### src/rtl/gpio_pkg.sv
// Package: shared constants for the banked GPIO controller.
// Assumes 32-bit banks and byte addressing with one word per bank.
package gpio_pkg;
    localparam int BANK_W   = 32;
    localparam int OFS_SWAP = 'h000;
    localparam int OFS_CTRL = 'h004;
    localparam int OFS_OE   = 'h014;
    localparam int OFS_DRV  = 'h024;
    localparam int OFS_IEN  = 'h044;
    localparam int OFS_POL  = 'h104;
    localparam int OFS_TYP  = 'h114;
    localparam int OFS_STS  = 'h124;
endpackage

### src/rtl/gpio_sync.sv
// Module: two-flop synchroniser, one chain per pin.
// Assumes the inputs are asynchronous to clk; the output lags the input by two edges.
module gpio_sync #(
    parameter int W = 70
) (
    input  logic         clk,
    input  logic         rst_n,
    input  logic [W-1:0] d,
    output logic [W-1:0] q
);
    logic [W-1:0] stage1;

    // Move the pad values through two register stages.
    always_ff @(posedge clk) begin
        if (!rst_n) begin
            stage1 <= '0;
            q      <= '0;
        end else begin
            stage1 <= d;
            q      <= stage1;
        end
    end

    // the output equals the input from two cycles earlier.
    a_r7_two_stage: assert property (@(posedge clk) disable iff (!rst_n)
        ($past(rst_n) && $past(rst_n, 2)) |-> (q == $past(d, 2)));
endmodule

### src/rtl/gpio_detect.sv
// Module: per-pin event detector and sticky status register.
// Assumes lvl is already synchronised. In edge mode lvl is compared with its value one
// cycle earlier; in level mode the active level is reported every cycle.
// On the same edge, a new event takes priority over a clear request.
module gpio_detect #(
    parameter int W = 70
) (
    input  logic         clk,
    input  logic         rst_n,
    input  logic [W-1:0] lvl,
    input  logic [W-1:0] typ,
    input  logic [W-1:0] pol,
    input  logic [W-1:0] clr,
    output logic [W-1:0] sts
);
    logic [W-1:0] prev;
    logic [W-1:0] evt;

    // Per-pin event: edge of the chosen sense, or the active level.
    for (genvar i = 0; i < W; i++) begin : g_pin
        always_comb begin
            if (typ[i])
                evt[i] = pol[i] ? (prev[i] & ~lvl[i]) : (lvl[i] & ~prev[i]);
            else
                evt[i] = lvl[i] ^ pol[i];
        end
    end

    // Remember the last level and update the sticky status bits.
    always_ff @(posedge clk) begin
        if (!rst_n) begin
            prev <= '0;
            sts  <= '0;
        end else begin
            prev <= lvl;
            sts  <= (sts & ~clr) | evt;
        end
    end

    // a set bit stays set unless a clear was requested.
    a_r8_sticky: assert property (@(posedge clk) disable iff (!rst_n)
        (($past(sts) & ~$past(clr) & ~sts) == '0));
    // a bit only becomes set after a detected event.
    a_r9_set_cause: assert property (@(posedge clk) disable iff (!rst_n)
        ((sts & ~$past(sts) & ~$past(evt)) == '0));
endmodule

### src/rtl/gpio_regs.sv
// Module: register file with address decode, write-one-to-clear requests and read mux.
// Assumes one word per 32-pin bank; bits for pins at or above W never exist.
// Read data and ready are registered.
module gpio_regs #(
    parameter int W      = 70,
    parameter int ADDR_W = 12
) (
    input  logic                      clk,
    input  logic                      rst_n,
    input  logic                      wr_en,
    input  logic                      rd_en,
    input  logic [ADDR_W-1:0]         addr,
    input  logic [gpio_pkg::BANK_W-1:0] wdata,
    input  logic [W-1:0]              sts,
    output logic [W-1:0]              oe,
    output logic [W-1:0]              drv,
    output logic [W-1:0]              ien,
    output logic [W-1:0]              pol,
    output logic [W-1:0]              typ,
    output logic [W-1:0]              clr,
    output logic [gpio_pkg::BANK_W-1:0] rdata,
    output logic                      ready
);
    import gpio_pkg::*;

    logic [BANK_W-1:0] swap_q, ctrl_q, rd_val;

    function automatic logic hit(input logic [ADDR_W-1:0] a, input int base, input int p);
        return a == ADDR_W'(base + 4 * (p / BANK_W));
    endfunction

    // Store writes into the word that holds each pin.
    always_ff @(posedge clk) begin
        if (!rst_n) begin
            swap_q <= '0; ctrl_q <= '0;
            oe <= '0; drv <= '0; ien <= '0; pol <= '0; typ <= '0;
        end else if (wr_en) begin
            if (addr == ADDR_W'(OFS_SWAP)) swap_q <= wdata;
            if (addr == ADDR_W'(OFS_CTRL)) ctrl_q <= wdata;
            for (int p = 0; p < W; p++) begin
                if (hit(addr, OFS_OE,  p)) oe[p]  <= wdata[p % BANK_W];
                if (hit(addr, OFS_DRV, p)) drv[p] <= wdata[p % BANK_W];
                if (hit(addr, OFS_IEN, p)) ien[p] <= wdata[p % BANK_W];
                if (hit(addr, OFS_POL, p)) pol[p] <= wdata[p % BANK_W];
                if (hit(addr, OFS_TYP, p)) typ[p] <= wdata[p % BANK_W];
            end
        end
    end

    // Build the per-pin clear requests from writes to the status words.
    always_comb begin
        for (int p = 0; p < W; p++)
            clr[p] = wr_en && hit(addr, OFS_STS, p) && wdata[p % BANK_W];
    end

    // Select the read value; unmapped addresses and missing pins give zero.
    always_comb begin
        rd_val = '0;
        if (addr == ADDR_W'(OFS_SWAP)) rd_val = swap_q;
        if (addr == ADDR_W'(OFS_CTRL)) rd_val = ctrl_q;
        for (int p = 0; p < W; p++) begin
            if (hit(addr, OFS_OE,  p)) rd_val[p % BANK_W] = oe[p];
            if (hit(addr, OFS_DRV, p)) rd_val[p % BANK_W] = drv[p];
            if (hit(addr, OFS_IEN, p)) rd_val[p % BANK_W] = ien[p];
            if (hit(addr, OFS_POL, p)) rd_val[p % BANK_W] = pol[p];
            if (hit(addr, OFS_TYP, p)) rd_val[p % BANK_W] = typ[p];
            if (hit(addr, OFS_STS, p)) rd_val[p % BANK_W] = sts[p];
        end
    end

    // Register the read data and the acknowledge.
    always_ff @(posedge clk) begin
        if (!rst_n) begin
            rdata <= '0;
            ready <= 1'b0;
        end else begin
            rdata <= rd_en ? rd_val : '0;
            ready <= wr_en | rd_en;
        end
    end

    // every request is acknowledged on the following cycle.
    a_r3_ready: assert property (@(posedge clk) disable iff (!rst_n)
        (wr_en | rd_en) |=> ready);
endmodule

### src/rtl/gpio_bank_ctrl.sv
// Module: top of the banked GPIO controller.
// Connects the synchroniser, detector and register file, and forms the combined interrupt.
// Assumes the pins are sampled asynchronously and the register port is single-cycle.
module gpio_bank_ctrl #(
    parameter int NUM_PINS = 70,
    parameter int ADDR_W   = 12,
    parameter int DATA_W   = gpio_pkg::BANK_W
) (
    input  logic                clk,
    input  logic                rst_n,
    input  logic                bus_valid,
    input  logic                bus_we,
    input  logic [ADDR_W-1:0]   bus_addr,
    input  logic [DATA_W-1:0]   bus_wdata,
    output logic [DATA_W-1:0]   bus_rdata,
    output logic                bus_ready,
    input  logic [NUM_PINS-1:0] pin_in,
    output logic [NUM_PINS-1:0] pin_out,
    output logic [NUM_PINS-1:0] pin_oe,
    output logic                irq_out
);
    logic [NUM_PINS-1:0] lvl, sts, ien, pol, typ, clr;

    gpio_sync #(.W(NUM_PINS)) u_sync (
        .clk(clk), .rst_n(rst_n), .d(pin_in), .q(lvl)
    );

    gpio_detect #(.W(NUM_PINS)) u_det (
        .clk(clk), .rst_n(rst_n), .lvl(lvl), .typ(typ), .pol(pol),
        .clr(clr), .sts(sts)
    );

    gpio_regs #(.W(NUM_PINS), .ADDR_W(ADDR_W)) u_regs (
        .clk(clk), .rst_n(rst_n),
        .wr_en(bus_valid & bus_we), .rd_en(bus_valid & ~bus_we),
        .addr(bus_addr), .wdata(bus_wdata), .sts(sts),
        .oe(pin_oe), .drv(pin_out), .ien(ien), .pol(pol), .typ(typ),
        .clr(clr), .rdata(bus_rdata), .ready(bus_ready)
    );

    // Combine the enabled pending bits into one interrupt line.
    always_comb irq_out = |(sts & ien);

    // ready is never high without a request on the previous cycle.
    a_r3_no_spurious_ready: assert property (@(posedge clk) disable iff (!rst_n)
        bus_ready |-> $past(bus_valid));
endmodule

### config.mk
export PLATFORM = sky130hd
export DESIGN_NAME = gpio_bank_ctrl
export DESIGN_NICKNAME = d
export VERILOG_FILES = /design/src/rtl/gpio_pkg.sv /design/src/rtl/gpio_sync.sv /design/src/rtl/gpio_detect.sv /design/src/rtl/gpio_regs.sv /design/src/rtl/gpio_bank_ctrl.sv
export SDC_FILE = /design/constraint.sdc
export NUM_CORES = 2
export LEC_CHECK = 0
export ABC_AREA = 1
export BUFFER_PORTS_ARGS = -buffer_cell sky130_fd_sc_hd__buf_2
export CORE_UTILIZATION = 63
export CTS_CLUSTER_DIAMETER = 30
export DETAILED_ROUTE_END_ITERATION = 10
export PLACE_DENSITY = 0.86
export SLEW_MARGIN = 20
export SYNTH_ARGS = -nofsm -noshare
export SYNTH_HDL_FRONTEND = slang
export SYNTH_SLANG_ARGS = --single-unit
### constraint.sdc
create_clock -name clk -period 4.14 [get_ports clk]
set_input_delay 0.207 -clock clk [delete_from_list [all_inputs] [get_ports clk]]
set_output_delay 0.207 -clock clk [all_outputs]
set_load 0.01 [all_outputs]
==> results.ini <==
[status]
status = completed

[worst_setup_path]
end_kind = primary output
critPathKind = reg2out
cp-start-kind = register
reg2reg_slack_ns = 2.10
reg2reg_to = u_regs.rdata[27]
worstPathRequired_ns = 3.93
crit-reg2reg-launch = u_regs.ien[27]
worstRegToRegCells = 12
worstPathMaxFanout = 3
cp.arrival_ns = 3.19
cp-startpoint = u_det.sts[50]

[drt]
avgViaCountPerCell = 5.96
wl_per_cell_um = 19.6
ant_nets = 0
dr.pass1.iters = 6
wirelength_mm = 97.2
first_iter_violations = 3792
drc_errors = 0
vias = 29600

[pwr]
powerDensity_nw_per_um2 = 498
worst_ir_drop_vdd_mv = 0.441
p_leak_uw = 0.0160

[logic_synthesis]
ys_types = 42
syn_nets = 4071
synth_ff_type = dfxtp_1
synthArstFlopShare_pct = 0
yosysMostFrequentCell = dfxtp_1
syn-cell-area_um2 = 29500
synth_warnings = 0
yosys-top-cells-area = dfxtp_1 (49%), o21ai_0 (12%), a21oi_1 (8.5%)
yosysSeqAreaShare_pct = 49.3
synth-edff-count = 0
synth_cells = 3953
yosys.area.top_type_share_pct = 49.3
synth-seq-cells = 727
yosysTopAreaCell = dfxtp_1
ys_top_cells_by_count = dfxtp_1 (727), o21ai_0 (687), inv_1 (647)
avgSynthCellArea_um2 = 7.46

[layout]
final_nets = 4371
layout-drive-gt1-share_pct = 13.9
fin_util_pct = 79.0
final_area_um2 = 36200
fin_cells = 4957
area_delta_synth_final_pct = 22.6

[floorplan]
die_area_um2 = 47700
die_h_um = 218
initial_core_util_pct = 64.4
pin_count = 292
die_width_um = 218
row_count = 78
core_area_um2 = 45800

[clocking]
cts-htree-levels = 3
clockBufferDepth = 3
worstSkewPairLatency_ns = 0.67
cts-root-buf = clkbuf_16
cts_resized = 0
cts_tree = built
numCtsBuffers = 120
clk_pin_slew_ns = 0.06
cts_sinks = 727

[sta]
setup_tns_ns = 0
rsz0062_at_grt = false
whs_ns = 0.0184
finalSetupViolations = 0
min_period_ns = 3.40
tightest_slew_ns = 1.05
finalMaxSlewViolations = 0
finalClockSkew_ns = 0.0149
hold_viol = 0
fmaxAchievable_ghz = 0.294
fin_crit_sh_pct = 82.0
slew_headroom_pct = 29.9

[place]
numPortBuffers = 291
hpwl_mm = 59.2
placed_area_um2 = 31000
placed_cells = 4637
gp_congestion = 0.967

[flow_run]
drv_cap = 0

[global_route]
track_usage_pct = 40.0
grt_pass1_vias = 28400
grt_overflow = 0
grt_pass1_wl_mm = 149
grt_max_degree = 240
antenna_found_initial = 5

[hold_path]
min_to = u_regs.ien[14]
holdPathStages = 3
hold_class = in2reg
min_from = bus_wdata[14]

==> how the worst max path moves through the flow <==
| stage | slack, ns | end | depth (start not counted) |
|---|---|---|---|
| global placement | 1.07 | u_regs.rdata[4] | 27 |
| floorplan | 2.12 | u_regs.rdata[5] | 24 |
| finish | 0.74 | irq_out | 6 |
| global route | 0.66 | irq_out | 6 |
| CTS | 0.91 | irq_out | 6 |
| detailed placement | 1.03 | u_regs.rdata[4] | 27 |
==> power by group <==
| part | internal (µW) | switching, µW | total, µW |
|---|---|---|---|
| combinational | 201 | 395 | 596 |
| sequential | 7130 | 82.8 | 7210 |
| clock | 6550 | 3640 | 10200 |
==> placed cells by master, fill, tap and decap left out, types with 5 or more instances in the layout <==
| master | count |
|---|---|
| o21ai_0 | 687 |
| a21oi_1 | 499 |
| nor2_1 | 142 |
| inv_2 | 16 |
| buf_4 | 24 |
| nor2_2 | 5 |
| bufinv_16 | 15 |
| buf_2 | 290 |
| clkinvlp_4 | 24 |
| dfxtp_1 | 727 |
| clkbuf_16 | 122 |
| nand2_1 | 572 |
| dlygate4sd3_1 | 94 |
| inv_1 | 647 |
| a22o_1 | 14 |
| clkbuf_8 | 12 |
| o221ai_1 | 32 |
| nand4_1 | 16 |
| clkbuf_1 | 5 |
| a31oi_1 | 72 |
| clkinv_4 | 8 |
| nor2_4 | 11 |
| o22ai_1 | 17 |
| o2111ai_2 | 7 |
| o2111ai_1 | 9 |
| o211ai_1 | 9 |
| clkinv_2 | 27 |
| nand2_4 | 6 |
| inv_6 | 10 |
| a221oi_1 | 12 |
| nand3_1 | 102 |
| or2_0 | 5 |
| nor4_1 | 13 |
| o21ai_1 | 67 |
| or2_2 | 5 |
| nand2_2 | 6 |
| nor3_1 | 5 |
==> registers in the layout, summed over array words and instances (netlist names) <==
register and count:
u_regs.drv 70, u_regs.oe 70, u_regs.ready 1, u_sync.q 70, u_regs.ctrl_q 32, u_regs.ien 70
u_det.prev 70, u_regs.rdata 32, u_regs.pol 70, u_sync.stage1 70, u_det.sts 70, u_regs.typ 70
u_regs.swap_q 32
==> critical path, cell delays in order (launching register included) <==
cell	delay, ns
dfxtp_1	0.33
a22o_1	0.25
a221oi_1	0.48
nand4_1	0.40
nor4_1	0.66
nand4_1	0.19
buf_2	0.19
==> kinds of logic (layout without fill, tap and decap cells) <==
kind of cell	count (synthesis)	count (layout)	share of synthesized area [%]
compound gates	1428	1428	25.8
buf+inv	900	1302	11.8
flops	727	727	49.3
other cells	0	2	0
simple gates	898	898	13.0
==> through the flow <==
stage | worst slack [ns] | total power (µW)
after floorplan | 2.12 | 7610
after global placement | 1.07 | 7830
after detailed placement | 1.03 | 7840
after CTS | 0.908 | 17900
after global routing | 0.661 | 18400
final | 0.744 | 18000
==> metal layers <==
layer,GRT usage (%),part of all wire [%],up-vias
met1,45.1,35,13600
met5,0,0.030,-
li1,-,-,13600
met3,8.31,10,509
met2,65.6,47,1899
met4,31.7,8.4,4
==> final cells by class <==
cell class,count,area [µm²]
Antenna cell,2,5.00
Clock buffer,139,3240
Clock inverter,85,957
Fill cell,2963,9610
Inverter,665,2500
Multi-Input combinational cell,2326,11500
Sequential cell,727,14600
Tap cell,600,751
Timing Repair Buffer,413,2670
==> timing repair <==
action | in CTS | in global routing
endpoints found under the hold margin | 172 | 0
setup endpoints to repair | 0 | 0
hold buffers | 94 | 0
setup buffers | 0 | 0
Power figures use the tool's default switching activity.
